## src/rtl/dac_xfer_pkg.sv

```systemverilog
package dac_xfer_pkg;

  localparam int DEF_CODE_W   = 12;
  localparam int DEF_NUM_TRIG = 16;
  localparam int DEF_HW_LAT   = 3;
  localparam int DEF_SYNC     = 2;
  localparam int DEF_SW_SEL   = 0;

  // Reason the output register takes a new code in a given cycle
  typedef enum logic [1:0] {
    SRC_NONE   = 2'd0,
    SRC_DIRECT = 2'd1,
    SRC_HW     = 2'd2,
    SRC_SW     = 2'd3
  } load_src_e;

endpackage

```

## src/rtl/dac_trig_sync.sv

```systemverilog
module dac_trig_sync #(
  parameter int NUM_TRIG = 16,
  parameter int SEL_W    = 4,
  parameter int STAGES   = 2
) (
  input  logic                clk,
  input  logic                rst_n,
  input  logic [NUM_TRIG-1:0] trig_in,
  input  logic [SEL_W-1:0]    sel,
  output logic                rise
);

  localparam int DEPTH = STAGES + 1;

  logic             picked;
  logic [DEPTH-1:0] chain_q;
  logic [DEPTH-1:0] chain_d;

  assign picked = trig_in[sel];

  // Synchronizer stages plus one delay stage for edge detection
  genvar g;
  generate
    for (g = 0; g < DEPTH; g++) begin : g_stage
      if (g == 0) begin : g_first
        assign chain_d[g] = picked;
      end else begin : g_next
        assign chain_d[g] = chain_q[g-1];
      end
    end
  endgenerate

  always_ff @(posedge clk or negedge rst_n) begin
    if (!rst_n) begin
      chain_q <= '0;
    end else begin
      chain_q <= chain_d;
    end
  end

  assign rise = chain_q[STAGES-1] & ~chain_q[STAGES];

  // a detected rise lasts exactly one cycle
  assert_rise_single_R3: assert property (@(posedge clk) disable iff (!rst_n)
    rise |=> !rise)
    else $error("rise held for more than one cycle");

endmodule

```

## src/rtl/dac_xfer_seq.sv

```systemverilog
module dac_xfer_seq
  import dac_xfer_pkg::*;
#(
  parameter int SEL_W  = 4,
  parameter int HW_LAT = 3,
  parameter int SW_SEL = 0
) (
  input  logic             clk,
  input  logic             rst_n,
  input  logic             en,
  input  logic             trig_en,
  input  logic [SEL_W-1:0] tsel,
  input  logic             hw_rise,
  input  logic             sw_set,
  output load_src_e        load_src,
  output logic             swtrig
);

  localparam int                CNT_W    = (HW_LAT > 2) ? $clog2(HW_LAT) : 1;
  localparam logic [CNT_W-1:0]  CNT_LOAD = CNT_W'(HW_LAT - 1);
  localparam logic [CNT_W-1:0]  CNT_LAST = CNT_W'(1);
  localparam logic [SEL_W-1:0]  SW_CODE  = SEL_W'(SW_SEL);

  logic             pend_q,  pend_d;
  logic [CNT_W-1:0] cnt_q,   cnt_d;
  logic             swbit_q, swbit_d;
  logic             active;
  logic             sw_sel;
  logic             hw_fire;
  logic             sw_fire;
  load_src_e        src;

  assign active  = en & trig_en;
  assign sw_sel  = (tsel == SW_CODE);
  assign hw_fire = active & pend_q & (cnt_q == CNT_LAST);
  assign sw_fire = active & sw_sel & swbit_q;

  always_comb begin
    if (!en) begin
      src = SRC_NONE;
    end else if (!trig_en) begin
      src = SRC_DIRECT;
    end else if (hw_fire) begin
      src = SRC_HW;
    end else if (sw_fire) begin
      src = SRC_SW;
    end else begin
      src = SRC_NONE;
    end
  end

  // Pending hardware transfer: armed on a synchronized rise, fires when the count hits one
  always_comb begin
    pend_d = pend_q;
    cnt_d  = cnt_q;
    if (!active) begin
      pend_d = 1'b0;
      cnt_d  = '0;
    end else if (pend_q) begin
      if (hw_fire) begin
        pend_d = 1'b0;
        cnt_d  = '0;
      end else begin
        cnt_d = cnt_q - CNT_W'(1);
      end
    end else if (hw_rise && !sw_sel) begin
      pend_d = 1'b1;
      cnt_d  = CNT_LOAD;
    end
  end

  // Software trigger bit: set by a write, cleared by its own load
  always_comb begin
    swbit_d = sw_set | (swbit_q & ~sw_fire);
  end

  always_ff @(posedge clk or negedge rst_n) begin
    if (!rst_n) begin
      pend_q  <= 1'b0;
      cnt_q   <= '0;
      swbit_q <= 1'b0;
    end else begin
      pend_q  <= pend_d;
      cnt_q   <= cnt_d;
      swbit_q <= swbit_d;
    end
  end

  assign load_src = src;
  assign swtrig   = swbit_q;

  // no load of any kind while the channel is off
  assert_no_load_disabled_R10: assert property (@(posedge clk) disable iff (!rst_n)
    !en |-> (load_src == SRC_NONE))
    else $error("load while disabled");

  // a software-triggered load clears the request bit
  assert_sw_self_clear_R5: assert property (@(posedge clk) disable iff (!rst_n)
    ((load_src == SRC_SW) && !sw_set) |=> !swtrig)
    else $error("software trigger bit not cleared");

  // the pending window never runs longer than the latency
  assert_pend_window_R4: assert property (@(posedge clk) disable iff (!rst_n)
    pend_q |-> ((cnt_q >= CNT_LAST) && (cnt_q <= CNT_LOAD)))
    else $error("pending counter out of range");

  // a hardware load never happens with the software code selected
  assert_hw_not_sw_R11: assert property (@(posedge clk) disable iff (!rst_n)
    (load_src == SRC_HW) |-> (tsel != SW_CODE))
    else $error("hardware load with software source");

endmodule

```

## src/rtl/dac_dma_req.sv

```systemverilog
module dac_dma_req (
  input  logic clk,
  input  logic rst_n,
  input  logic set,
  input  logic ack,
  output logic req
);

  logic req_q, req_d;

  always_comb begin
    req_d = req_q;
    if (set) begin
      req_d = 1'b1;
    end else if (ack) begin
      req_d = 1'b0;
    end
  end

  always_ff @(posedge clk or negedge rst_n) begin
    if (!rst_n) begin
      req_q <= 1'b0;
    end else begin
      req_q <= req_d;
    end
  end

  assign req = req_q;

  // request stays up until acknowledged
  assert_req_held_R8: assert property (@(posedge clk) disable iff (!rst_n)
    (req_q && !ack) |=> req_q)
    else $error("request dropped without acknowledge");

  // request only rises because of a completed hardware load
  assert_req_cause_R8: assert property (@(posedge clk) disable iff (!rst_n)
    $rose(req_q) |-> $past(set))
    else $error("request rose without a load");

endmodule

```

## src/rtl/dac_xfer_ctrl.sv

```systemverilog
module dac_xfer_ctrl
  import dac_xfer_pkg::*;
#(
  parameter int CODE_W   = DEF_CODE_W,
  parameter int NUM_TRIG = DEF_NUM_TRIG,
  parameter int HW_LAT   = DEF_HW_LAT,
  parameter int SYNC     = DEF_SYNC,
  parameter int SW_SEL   = DEF_SW_SEL,
  localparam int SEL_W   = $clog2(NUM_TRIG)
) (
  input  logic                clk,
  input  logic                rst_n,
  input  logic                ctrl_we,
  input  logic                ctrl_en,
  input  logic                ctrl_trig_en,
  input  logic [SEL_W-1:0]    ctrl_tsel,
  input  logic                ctrl_dma_en,
  input  logic                sw_set,
  input  logic                hold_we,
  input  logic [CODE_W-1:0]   hold_data,
  input  logic [NUM_TRIG-1:0] trig_in,
  input  logic                dma_ack,
  output logic                dma_req,
  output logic [CODE_W-1:0]   out_code,
  output logic [SEL_W-1:0]    rd_tsel,
  output logic                rd_swtrig
);

  // Reset: asserted asynchronously, released on the clock
  logic [1:0] rst_sync_q;
  logic       rst_i;

  always_ff @(posedge clk or negedge rst_n) begin
    if (!rst_n) begin
      rst_sync_q <= 2'b00;
    end else begin
      rst_sync_q <= {rst_sync_q[0], 1'b1};
    end
  end

  assign rst_i = rst_sync_q[1];

  // Control, staging and output registers
  logic              en_q,   en_d;
  logic              te_q,   te_d;
  logic              dma_q,  dma_d;
  logic [SEL_W-1:0]  tsel_q, tsel_d;
  logic [CODE_W-1:0] hold_q, hold_d;
  logic [CODE_W-1:0] out_q,  out_d;

  logic              hw_rise;
  logic              swtrig;
  logic              dma_set;
  load_src_e         load_src;

  always_comb begin
    en_d   = en_q;
    te_d   = te_q;
    dma_d  = dma_q;
    tsel_d = tsel_q;
    if (ctrl_we) begin
      en_d  = ctrl_en;
      te_d  = ctrl_trig_en;
      dma_d = ctrl_dma_en;
      if (!en_q) begin
        tsel_d = ctrl_tsel;
      end
    end
  end

  always_comb begin
    hold_d = hold_we ? hold_data : hold_q;
  end

  always_comb begin
    out_d = (load_src != SRC_NONE) ? hold_q : out_q;
  end

  always_ff @(posedge clk or negedge rst_i) begin
    if (!rst_i) begin
      en_q   <= 1'b0;
      te_q   <= 1'b0;
      dma_q  <= 1'b0;
      tsel_q <= '0;
      hold_q <= '0;
      out_q  <= '0;
    end else begin
      en_q   <= en_d;
      te_q   <= te_d;
      dma_q  <= dma_d;
      tsel_q <= tsel_d;
      hold_q <= hold_d;
      out_q  <= out_d;
    end
  end

  dac_trig_sync #(
    .NUM_TRIG (NUM_TRIG),
    .SEL_W    (SEL_W),
    .STAGES   (SYNC)
  ) u_sync (
    .clk     (clk),
    .rst_n   (rst_i),
    .trig_in (trig_in),
    .sel     (tsel_q),
    .rise    (hw_rise)
  );

  dac_xfer_seq #(
    .SEL_W  (SEL_W),
    .HW_LAT (HW_LAT),
    .SW_SEL (SW_SEL)
  ) u_seq (
    .clk      (clk),
    .rst_n    (rst_i),
    .en       (en_q),
    .trig_en  (te_q),
    .tsel     (tsel_q),
    .hw_rise  (hw_rise),
    .sw_set   (sw_set),
    .load_src (load_src),
    .swtrig   (swtrig)
  );

  assign dma_set = (load_src == SRC_HW) & dma_q;

  dac_dma_req u_dma (
    .clk   (clk),
    .rst_n (rst_i),
    .set   (dma_set),
    .ack   (dma_ack),
    .req   (dma_req)
  );

  assign out_code  = out_q;
  assign rd_tsel   = tsel_q;
  assign rd_swtrig = swtrig;

  // selector frozen across cycles where the channel stays enabled
  assert_tsel_locked_R7: assert property (@(posedge clk) disable iff (!rst_i)
    (en_q && $past(en_q)) |-> $stable(tsel_q))
    else $error("trigger select changed while enabled");

  // direct path copies the staging value present before the edge
  assert_direct_follow_R2: assert property (@(posedge clk) disable iff (!rst_i)
    (load_src == SRC_DIRECT) |=> (out_q == $past(hold_q)))
    else $error("direct copy mismatch");

  // software and direct loads never start a DMA request
  assert_no_dma_sw_R9: assert property (@(posedge clk) disable iff (!rst_i)
    ((load_src == SRC_SW) || (load_src == SRC_DIRECT)) |=> !$rose(dma_req))
    else $error("DMA request after non-hardware load");

  // output frozen while the channel is off
  assert_out_hold_R10: assert property (@(posedge clk) disable iff (!rst_i)
    !en_q |=> (out_q == $past(out_q)))
    else $error("output changed while disabled");

endmodule

```

## config.mk

```make
export PLATFORM = sky130hd
export DESIGN_NAME = dac_xfer_ctrl
export DESIGN_NICKNAME = d
export VERILOG_FILES = /design/src/rtl/dac_xfer_pkg.sv /design/src/rtl/dac_trig_sync.sv /design/src/rtl/dac_xfer_seq.sv /design/src/rtl/dac_dma_req.sv /design/src/rtl/dac_xfer_ctrl.sv
export SDC_FILE = /design/constraint.sdc
export NUM_CORES = 1
export LEC_CHECK = 0
export BUFFER_PORTS_ARGS = -buffer_cell sky130_fd_sc_hd__buf_4
export CORE_AREA = 3 3 75 77
export CTS_CLUSTER_DIAMETER = 100
export DETAILED_ROUTE_END_ITERATION = 8
export DIE_AREA = 0 0 78 80
export SETUP_SLACK_MARGIN = 0.05
export SYNTH_ARGS = -nofsm -noshare
export SYNTH_HDL_FRONTEND = slang
export SYNTH_HIERARCHICAL = 1
export SYNTH_SLANG_ARGS = --single-unit
```

## constraint.sdc

```tcl
create_clock -name clk -period 1.59 [get_ports clk]
set_input_delay 0.318 -clock clk [delete_from_list [all_inputs] [get_ports clk]]
set_output_delay 0.318 -clock clk [all_outputs]
set_load 0.005 [all_outputs]
```

Word-level counts from Yosys, hierarchy flattened
Index checks and enable logic that the tools add are counted.

Magnitude comparators: 1. $add $sub $neg: 1. Multiply operators: 0. Shift-type cells: 0. Reductions and logical operators: 6. Multiplexer cells: 16. Bitwise logic cells: 12. Divide/modulo/power cells: 0. Equal/unequal tests: 3.

Operators by type and width (count): $mux W2 (8); $and A1 B1 Y1 (8); $mux W1 (7); $lt A4 B5 Y1 const B (1); $bmux W1 S4 (1); $logic_not A4 Y1 (1); $reduce_bool A2 Y1 (2); $ne A3 B2 Y1 const B (1); $not A1 Y1 (3); $eq A2 B1 Y1 const B (1); $eq A2 B2 Y1 const B (1); $reduce_and A2 Y1 (1); $sub A2 B1 Y2 const B (1); $logic_and A1 B1 Y1 (1); $logic_not A1 Y1 (1); $or A1 B1 Y1 (1).

Input bits: 41. Flip-flop bits (word level): 41. ROM bits: 0. Output and inout bits: 18. Memory bits (writable): 0. Latch bits: 0. Memories: 0.

Logic depth before layout (Yosys ltp)
Gate-level depths: netlist (run 1).

Depth after elaboration: 10. Depth in mapped cells: 8.

By module
Netlist (run 1), hierarchy kept.

Modules (own cells, without submodules): dac_xfer_ctrl (area an instance 1227.4 um^2, sequential area each 825.8 um^2, cells each 70, times used 1); dac_xfer_seq (area an instance 236.5 um^2, sequential area each 100.1 um^2, cells each 24, times used 1); dac_trig_sync (area an instance 216.5 um^2, sequential area each 75.1 um^2, cells each 11, times used 1); dac_dma_req (area an instance 36.3 um^2, sequential area each 25.0 um^2, cells each 3, times used 1).

Least setup slack after synthesis (run 1)
Ideal clock, no wire load.

Path kind: reg2reg. Start: reg tsel_q[1] (netlist: rd_tsel[1]). End: reg out_q[10] (netlist: out_code[10]). Setup slack: -0.158 ns. Required time: 1.465 ns. Data arrival time: 1.623 ns. Buffers on the path: 1. Cell stages (with the launch flop): 7. Setup time: 0.125 ns. Period minus slack after synthesis: 1.748 ns. Cells stage by stage: dfrtp_1 -> nor4_2 -> nand3_1 -> a21boi_0 -> nor2_2 -> buf_6 -> mux2_2.

Cells in the longest elaborated chain, start to end: 8.

RTL lines: start: declaration (RTL line dac_xfer_ctrl.sv:47) `logic [SEL_W-1:0] tsel_q, tsel_d;`; start signal: assignment (RTL line dac_xfer_ctrl.sv:91) `tsel_q <= tsel_d;`; $logic_not A4 Y1 (RTL line dac_xfer_seq.sv:34) `assign sw_sel = (tsel == SW_CODE);`; $and A1 B1 Y1 (2 in series) (RTL line dac_xfer_seq.sv:36) `assign sw_fire = active & sw_sel & swbit_q;`; $mux W2 (RTL line dac_xfer_seq.sv:45) `end else if (sw_fire) begin`; $mux W2 (RTL line dac_xfer_seq.sv:43) `end else if (hw_fire) begin`; $mux W2 (RTL line dac_xfer_seq.sv:41) `end else if (!trig_en) begin`; $mux W2 (RTL line dac_xfer_seq.sv:39) `if (!en) begin`; via load_src[0] (RTL line dac_xfer_ctrl.sv:54) `load_src_e load_src;`; $reduce_bool A2 Y1 (RTL line dac_xfer_ctrl.sv:76) `out_d = (load_src != SRC_NONE) ? hold_q : out_q;`; end signal: assignment (RTL line dac_xfer_ctrl.sv:93) `out_q <= out_d;`; end: declaration (RTL line dac_xfer_ctrl.sv:49) `logic [CODE_W-1:0] out_q, out_d;`.

The timed path passes the listed nets, and every way through them passes these cells. A chain may end at the register's enable or synchronous reset.

Worst setup path in the final report (run 1)
Start: reg tsel_q[2] (netlist: rd_tsel[2]). End: reg out_q[7] (netlist: out_code[7]).

Same word-level chain as after synthesis.

==> results.toml, run 1 <==
[route]
drt-initial-drc-count = 28
via_count = 1133
ant_nets = 0
vias_per_cell = 4.478
routedWlPerCell_um = 13.95
drc = 0
routed_wl_um = 3530
dr.pass1.iters = 3

[final_layout]
syn_to_final_growth_pct = 43.73
drive_gt1_share_pct = 63.93
nets = 224
final_util_pct = 48.62
finalInstanceArea_sq_um = 2467
antenna_cells = 0

[yosys]
synthTopCellsByCount = "dfrtp_1 (41), mux2_2 (31), mux4_1 (4)"
avgSynthCellArea_sq_um = 15.89
post-synth-top-count-cell = "dfrtp_1"
synth-compound-area-share_pct = 3.353
synthSimpleGateAreaFrac_pct = 5.321
synth-xor-area-share_pct = 0
ys_async_sr_fraction_pct = 100.0
synth_mux_area_share_pct = 28.86
synth_top_family_by_area = "multiplexers"
synth_top_area_share_pct = 59.77
syn_area_sq_um = 1717
synth_area_leader_cell = "dfrtp_1"
synth_ff_type = "dfrtp_1"
syn-instance-count = 108
synth_fa_ha_area_share_pct = 0.7289
yosysUniqueCellTypes = 25
synth_area_leaders = "dfrtp_1 (60%), mux2_2 (20%), mux4_1 (6.1%)"
ys_seq_elements = 41
synth_edf_count = 0
synthesis.nets = 150
synth-seq-area-share_pct = 59.77
synth_warnings = 6

[clock_network]
clkSlewWorstSetupHoldPaths_ns = 0.08
cts_max_path_buffers = 2
cts_buffers = 5
cts_tree = "built"
clk-insertion-delay-late_ns = 0.30
htree_levels = 2
cts-root-buf = "clkbuf_8"
clock-sinks = 41

[global_route]
grt-ovfl-total = 0
grt_max_degree = 25
track_usage_pct = 12.91
grt_first_pass_wirelength_um = 6099
met2_usage_pct = 21.32
grt_util_met1_pct = 14.95
grt_pass1_vias = 1276
grt.busiest_layer = "met2"
antenna_found_initial = 0
use_met3_pct = 4.515

[placement]
port_buffers = 58
post_dp_cell_area_sq_um = 2305
dp_hpwl_um = 2757
gp_congestion = 0.6676

[critical_path]
start_kind = "register"
crit_type = "register to register"
worstPathArrival_ns = 1.87
reg2reg_depth = 6
endpoint_kind = "register"
cp_max_fo = 12
cp.required_ns = 1.77

[floorplanning]
fp-row-count = 26
io-pin-count = 59
die_x_um = 78
die_h_um = 80
initial_core_util_pct = 33.83
core_region_area_sq_um = 5075
die_area_sq_um = 6240

[timing]
setup_viol = 12
clock-skew-final_ns = 0.005421
holdWs_ns = 0.1669
finalSetupTns_ns = -1.111
period_share_pct = 106.2
finalHoldViolCount = 0
fin_ws_ns = -0.09893
rsz0062_at_grt = "true"
fmax_mhz = 592.1
drv_slew = 0
min_period_ns = 1.689

[pwr]
p_sw_share_pct = 24.86
pwr-share-clk_pct = 28.8
p_comb_share_pct = 25.5
seqPwrFrac_pct = 45.6
p_leak_nw = 1.143
p_sw_w = 0.0007522
ir_worst_vdd_mv = 0.4054
power_density_nw_per_um2 = 1226
p_int_w = 0.002273

[status]
outcome = "finished, violations left"
violations = "setup timing"

[hold_path]
hold_path.class = "register to async pin"

[run]
cap_violations = 0
-- worst max-delay path, stage by stage, from the launching register on --
cell and delay [ns]:
dfrtp_2 0.42, nor4_4 0.32, nand3_1 0.14, a21boi_2 0.22, nor2_4 0.07, buf_12 0.15
mux2_2 0.27
-- power groups by stage --
stage	logic, W	registers [W]	clock network [W]
finish	0.000773	0.00138	0.000872
global route	0.000847	0.00141	0.000950
global placement	0.000736	0.00140	0
detailed placement	0.000761	0.00140	0
CTS	0.000767	0.00139	0.000892
floorplan	0.000328	0.00143	0
-- state kept, by name (all words and copies together), names as in the netlist --
| register | count |
|---|---|
| te_q | 1 |
| out_code | 12 |
| u_sync/chain_q | 3 |
| hold_q | 12 |
| rst_sync_q | 2 |
| u_seq/pend_q | 1 |
| u_dma/req | 1 |
| dma_q | 1 |
| u_seq/swtrig | 1 |
| rd_tsel | 4 |
| en_q | 1 |
| u_seq/cnt_q | 2 |
-- timing repair --
action	CTS	global route
pin swaps	0	1
setup endpoints to repair	13	14
setup buffers	0	1
endpoints found under the hold margin	2	0
hold buffers	1	0
resized for setup	2	1
-- placed cells by master (no fill, tap or decap) --
cell	synthesis	final
clkbuf_8	0	6
nand2b_1	1	1
a21oi_1	2	1
nand3b_1	1	1
mux4_1	4	4
a21o_1	2	2
buf_4	1	66
nor2b_4	1	1
and3b_2	1	1
conb_1	1	1
a221oi_1	1	1
buf_12	0	1
clkinvlp_4	0	1
buf_6	1	1
bufinv_16	0	1
mux2_2	31	31
dlygate4sd3_1	0	1
a21boi_2	0	1
o41ai_2	1	1
a21oi_2	0	1
dfrtp_1	41	38
nor2_1	2	2
nand2_1	3	3
nor2_4	0	1
nor2b_1	1	1
ha_1	1	1
mux2_1	1	1
mux2i_1	3	3
nor4_4	0	1
dfrtp_2	0	3
nand3_1	2	2
inv_1	3	3
-- per-layer routing --
| metal | wire, um | up-vias |
|---|---|---|
| met3 | 165 | 6 |
| met2 | 1903 | 25 |
| met5 | 0 | - |
| met1 | 1386 | 562 |
| li1 | - | 540 |
| met4 | 75 | 0 |
-- through the flow --
stage / worst slack (ns) / total power, W / cells
2_1_floorplan: -0.007573 / 0.001755 / 108
3_3_place_gp: -0.1870 / 0.002131 / 243
3_5_place_dp: -0.2938 / 0.002165 / 243
4_1_cts: -0.09829 / 0.003045 / 252
5_1_grt: -0.2251 / 0.003208 / 253
6_report: -0.09893 / 0.003026 / 253
-- cell families (layout without fill, tap and decap cells) --
family,Yosys count,in the layout
AO/OA/AOI/OAI,7,7
adder cells (fa/ha/maj),1,1
AND/OR/NAND/NOR,14,14
buffers and inverters,5,80
flip-flops,41,41
other,1,1
multiplexers,39,39
-- final cells by class --
cell class                      instances  area (sq um)
Inverter                                3         11.26
Sequential cell                        41          1030
Clock inverter                          2         37.54
Fill cell                             462          2608
Clock buffer                            6         82.58
Multi-Input combinational cell         62         681.9
Tap cell                               70         87.58
Timing Repair Buffer                   69         536.8
-- path summary, 6_finish.rpt --
| kind | to | from | slack, ns |
|---|---|---|---|
| max in group asynchronous | out_code[0]$_DFFE_PN0P_ | rst_sync_q[1]$_DFF_PN0_ | 0.81 |
| max | out_code[7]$_DFFE_PN0P_ | rd_tsel[2]$_DFFE_PN0P_ | -0.1 |
| min reg2reg | u_sync/chain_q[1]$_DFF_PN0_ | rst_sync_q[1]$_DFF_PN0_ | 0.17 |
| max reg2reg | out_code[7]$_DFFE_PN0P_ | rd_tsel[2]$_DFFE_PN0P_ | -0.1 |
| min | u_sync/chain_q[1]$_DFF_PN0_ | rst_sync_q[1]$_DFF_PN0_ | 0.17 |
| min in group clk | u_seq/swtrig$_DFF_PN0_ | sw_set | 0.21 |
No activity file was read; power rests on OpenSTA's default activity.
==> run 2: changes to the inputs <==
--- a/config.mk
+++ b/config.mk
@@ -10,6 +10,7 @@
 export CTS_CLUSTER_DIAMETER = 100
 export DETAILED_ROUTE_END_ITERATION = 8
 export DIE_AREA = 0 0 78 80
+export REMOVE_ABC_BUFFERS = 1
 export SETUP_SLACK_MARGIN = 0.05
 export SYNTH_ARGS = -nofsm -noshare
 export SYNTH_HDL_FRONTEND = slang
==> run 2 against run 1 <==
  * Via count rose by 2.0%
  * First-iteration DRC count did not move
  * Sequential cell count is the same
  * Total power decreased by 0.42%
  * The run still ends with setup timing left
  * Clock skew decreased by 0.0013 ns
  * Largest power group unchanged
  * Maximum frequency increased by 5.1%
  * Largest cell class unchanged
==> results.toml, run 2 (synthesis gave the netlist of run 1 again) <==
[timing]
drv_slew = 0
min_period_ns = 1.608
setup_viol = 12
holdWs_ns = 0.2210
rsz0062_at_grt = "true"
finalSetupTns_ns = -0.1007
period_share_pct = 101.1
fmax_mhz = 622.0
fin_ws_ns = -0.01760
clock-skew-final_ns = 0.004131
finalHoldViolCount = 0

[status]
outcome = "finished, violations left"
violations = "setup timing"

[final_layout]
final_cell_mix = "buf_4 (66), dfrtp_1 (41), mux2_2 (31), clkbuf_8 (6)"
antenna_cells = 0
syn_to_final_growth_pct = 42.57
instances_no_fill = 253
fillers = 479
nets = 224
layout_commonest_cell = "buf_4"
drive_gt1_share_pct = 62.84

[global_route]
track_usage_pct = 12.12
antenna_found_initial = 0
grt_pass1_vias = 1221
grt-ovfl-total = 0
grt_first_pass_wirelength_um = 5865
grt_max_degree = 21

[clock_network]
cts-root-buf = "clkbuf_8"
cts_max_path_buffers = 2
cts_tree = "built"
htree_levels = 2
clock-sinks = 41
postCtsSetupBuffers = 0
clk-insertion-delay-late_ns = 0.28
clkSlewWorstSetupHoldPaths_ns = 0.08
cts_buffers = 5

[pwr]
power_density_nw_per_um2 = 1231
power_w = 0.003013
ir_worst_vdd_mv = 0.4847
p_leak_nw = 1.138
p_comb_share_pct = 26.0
p_int_w = 0.002271
pwr-share-clk_pct = 28.4
p_sw_w = 0.0007414
seqPwrFrac_pct = 45.6
p_sw_share_pct = 24.61

[route]
ant_nets = 0
drt-initial-drc-count = 28
vias_per_cell = 4.569
routedWlPerCell_um = 14.55
drc = 0
dr.pass1.iters = 4
routed_wl_um = 3680
via_count = 1156

[floorplanning]
die_h_um = 80
core_region_area_sq_um = 5075
initial_core_util_pct = 33.83
die_area_sq_um = 6240
die_x_um = 78
io-pin-count = 59
fp-row-count = 26

[critical_path]
cp_max_fo = 12
worstPathArrival_ns = 1.78
r2r_setup_slack_ns = -0.02
crit_type = "register to register"
start_kind = "register"
cp.required_ns = 1.76
endpoint_kind = "register"

[run]
cap_violations = 0

[placement]
port_buffers = 58
gp_congestion = 0.6681
dp_hpwl_um = 2840
place_inst = 244

[hold_path]
hold_path.class = "input pin to register"
## run 2: cell types whose count changed in the layout (fill, tap and decap cells not counted), sizes merged
cell / delta
clkbuf: +1
clkinvlp: -1
## run 2: worst max-delay path: stages (launching register included)
cell      delay (ns)
dfrtp_1         0.41
nor4_4          0.31
nand3_1         0.13
a21boi_2        0.17
nor2_2          0.06
buf_12          0.15
mux2_2          0.27
## run 2: cell type report
class                           count  area [sq um]  area share, %
Clock buffer                        7         86.33          3.528
Clock inverter                      1         30.03          1.227
Inverter                            3         11.26         0.4601
Multi-Input combinational cell     62         669.4          27.35
Sequential cell                    41          1026          41.92
Tap cell                           70         87.58          3.579
Timing Repair Buffer               69         536.8          21.93
## run 2: metal layers
layer / GRT usage (%) / up-vias / share of wire, %
met5: 0 / - / 0
met3: 3.612 / 4 / 4.5
met1: 13.74 / 590 / 40
li1: - / 536 / -
met4: 4.720 / 0 / 0.95
met2: 21.40 / 26 / 55
## run 2: per-stage QoR
stage	setup slack (ns)	area [sq um]	utilization (%)
after detailed placement	-0.1746	2308	45.49
after floorplan	-0.1113	1698	-
final	-0.01760	2447	48.22
after CTS	-0.03108	2451	48.30
after global routing	-0.1136	2447	48.22
after global placement	-0.1358	2308	45.49
## run 2: final timing paths
check	startpoint	end	depth (start not counted)
hold reg to reg	rst_sync_q[1]$_DFF_PN0_	u_seq/cnt_q[0]$_DFFE_PN0P_	1
min in group asynchronous	rst_sync_q[1]$_DFF_PN0_	u_seq/cnt_q[0]$_DFFE_PN0P_	1
setup / recovery	rd_tsel[2]$_DFFE_PN0P_	out_code[3]$_DFFE_PN0P_	6
max in group asynchronous	rst_sync_q[1]$_DFF_PN0_	out_code[4]$_DFFE_PN0P_	1
hold / removal	sw_set	u_seq/swtrig$_DFF_PN0_	2
setup reg to reg	rd_tsel[2]$_DFFE_PN0P_	out_code[3]$_DFFE_PN0P_	6
## run 2: power by group through the flow
stage	registers [W]	logic, W	clock network, W
2_1_floorplan	0.00142	0.000310	0
3_3_place_gp	0.00138	0.000754	0
3_5_place_dp	0.00138	0.000784	0
4_1_cts	0.00137	0.000792	0.000880
5_1_grt	0.00140	0.000854	0.000933
6_report	0.00137	0.000785	0.000855
## run 2: what timing repair did
action | 4_1_cts | 5_1_grt
endpoints found under the setup margin | 13 | 14
gates cloned | 0 | 0
pin swaps | 3 | 0
endpoints found under the hold margin | 2 | 0
resized for setup | 4 | 3
hold buffers | 1 | 0
==> run 3: changes to the inputs <==
--- a/config.mk
+++ b/config.mk
@@ -12,6 +12,7 @@
 export DIE_AREA = 0 0 78 80
 export REMOVE_ABC_BUFFERS = 1
 export SETUP_SLACK_MARGIN = 0.05
+export SKIP_LAST_GASP = 1
 export SYNTH_ARGS = -nofsm -noshare
 export SYNTH_HDL_FRONTEND = slang
 export SYNTH_HIERARCHICAL = 1
==> constraint.sdc (replaced) <==
create_clock -name clk -period 1.59 [get_ports clk]
set_input_delay 0.159 -clock clk [delete_from_list [all_inputs] [get_ports clk]]
set_output_delay 0.159 -clock clk [all_outputs]
set_load 0.005 [all_outputs]
==> run 3 against run 2 <==
  * The flow still finishes with violations (setup timing)
  * Maximum frequency barely moved
  * Non-clock buffer count did not move
  * Sequential share of layout area fell by 0.13 points
  * Critical endpoint unchanged
==> results.toml, run 3 (synthesis gave the netlist of run 1 again) <==
[global_route]
grt-ovfl-total = 0
grt_pass1_vias = 1221
grt_max_degree = 21
grt_first_pass_wirelength_um = 5865
track_usage_pct = 12.12
antenna_found_initial = 0

[critical_path]
crit-reg2reg-launch = "rd_tsel[2]$_DFFE_PN0P_"
start_kind = "register"
endpoint = "out_code[3]$_DFFE_PN0P_"
r2r_setup_slack_ns = -0.02
endpoint_kind = "register"
reg2reg_depth = 6
worstPathArrival_ns = 1.78
crit_type = "register to register"
cp-startpoint = "rd_tsel[2]$_DFFE_PN0P_"
cp.required_ns = 1.76
cp_max_fo = 12
r2r_end = "out_code[3]$_DFFE_PN0P_"

[final_layout]
seq_area_sq_um = 1026
antenna_cells = 0
final_cell_mix = "buf_4 (66), dfrtp_1 (41), mux2_2 (31), clkbuf_8 (6), mux4_1 (4)"
fillers = 478
nets = 224
drive_gt1_share_pct = 61.75
instances_no_fill = 253
layout_commonest_cell = "buf_4"
syn_to_final_growth_pct = 43.00
multiInputGateArea_sq_um = 676.9
finalInstanceArea_sq_um = 2455

[clock_network]
htree_levels = 2
clock-sinks = 41
cts_max_path_buffers = 2
clk-insertion-delay-late_ns = 0.28
cts_buffers = 5
clkSlewWorstSetupHoldPaths_ns = 0.08
cts_tree = "built"
cts-root-buf = "clkbuf_8"
postCtsSetupBuffers = 0

[route]
routedWlPerCell_um = 14.36
drc = 0
vias_per_cell = 4.545
routed_wl_um = 3633
ant_nets = 0
dr.pass1.iters = 4
via_count = 1150
drt-initial-drc-count = 26

[timing]
fin_ws_ns = -0.01722
drv_slew = 0
holdWs_ns = 0.06198
rsz0062_at_grt = "true"
min_period_ns = 1.607
finalSetupTns_ns = -0.09807
fmax_mhz = 622.2
clock-skew-final_ns = 0.004131
finalHoldViolCount = 0
setup_viol = 12
period_share_pct = 101.1

[hold_path]
hp-start = "sw_set"
hold_path.class = "input pin to register"
hold_depth = 2

[placement]
gp_congestion = 0.6681
dp_hpwl_um = 2840
place_inst = 244
port_buffers = 58
post_dp_cell_area_sq_um = 2308

[floorplanning]
io-pin-count = 59
die_h_um = 80
core_region_area_sq_um = 5075
initial_core_util_pct = 33.83
fp-row-count = 26
die_x_um = 78
die_area_sq_um = 6240

[pwr]
p_leak_nw = 1.146
ir_worst_vdd_mv = 0.4846
power_density_nw_per_um2 = 1225

[status]
violations = "setup timing"
outcome = "finished, violations left"

[run]
cap_violations = 0
[run 3: through the flow]
stage / power [W] / util [%] / worst slack, ns
2_1_floorplan: 0.001727 / - / -0.1113
4_1_cts: 0.003045 / 48.30 / -0.03108
3_3_place_gp: 0.002131 / 45.49 / -0.1358
6_report: 0.003007 / 48.37 / -0.01722
3_5_place_dp: 0.002166 / 45.49 / -0.1746
5_1_grt: 0.003181 / 48.37 / -0.1136
[run 3: worst min-delay path by stage]
stage	slack [ns]	endpoint
2_1_floorplan	-0.14	rst_sync_q[0]$_DFF_PN0_
3_3_place_gp	-0.06	rst_sync_q[0]$_DFF_PN0_
5_1_grt	0.06	u_seq/swtrig$_DFF_PN0_
6_report	0.06	u_seq/swtrig$_DFF_PN0_
4_1_cts	0.05	u_seq/swtrig$_DFF_PN0_
3_5_place_dp	-0.06	rst_sync_q[0]$_DFF_PN0_
[run 3: where the power goes]
part	internal [W]	switching, W
Sequential	0.00125	0.000120
Clock	0.000512	0.000344
Combinational	0.000504	0.000274
[run 3: cell type report]
class | instances | area share, %
repair buffers | 69 | 21.87
flip-flops and latches | 41 | 41.79
inverters | 3 | 0.4587
clock buffers | 7 | 3.517
well taps | 70 | 3.568
clock inverters | 1 | 1.223
multi-input cells | 62 | 27.57
[run 3: repair_timing]
item                                   in CTS  in global routing
pin swaps                                   3                  0
hold buffers                                1                  0
gates resized for setup                     4                  1
setup endpoints to repair                  13                 14
endpoints found under the hold margin       2                  0
[run 3: worst max-delay path, cell delays in order, from the launching register on]
cell	delay [ns]
dfrtp_1	0.41
nor4_4	0.31
nand3_1	0.13
a21boi_2	0.17
nor2_2	0.06
buf_12	0.15
mux2_2	0.27
[run 3: layer usage]
| metal | GRT usage [%] | up-vias | part of all wire [%] |
|---|---|---|---|
| li1 | - | 538 | - |
| met3 | 3.612 | 4 | 4.3 |
| met1 | 13.74 | 586 | 39 |
| met4 | 4.720 | 0 | 0.96 |
| met5 | 0 | - | 0 |
| met2 | 21.40 | 22 | 55 |
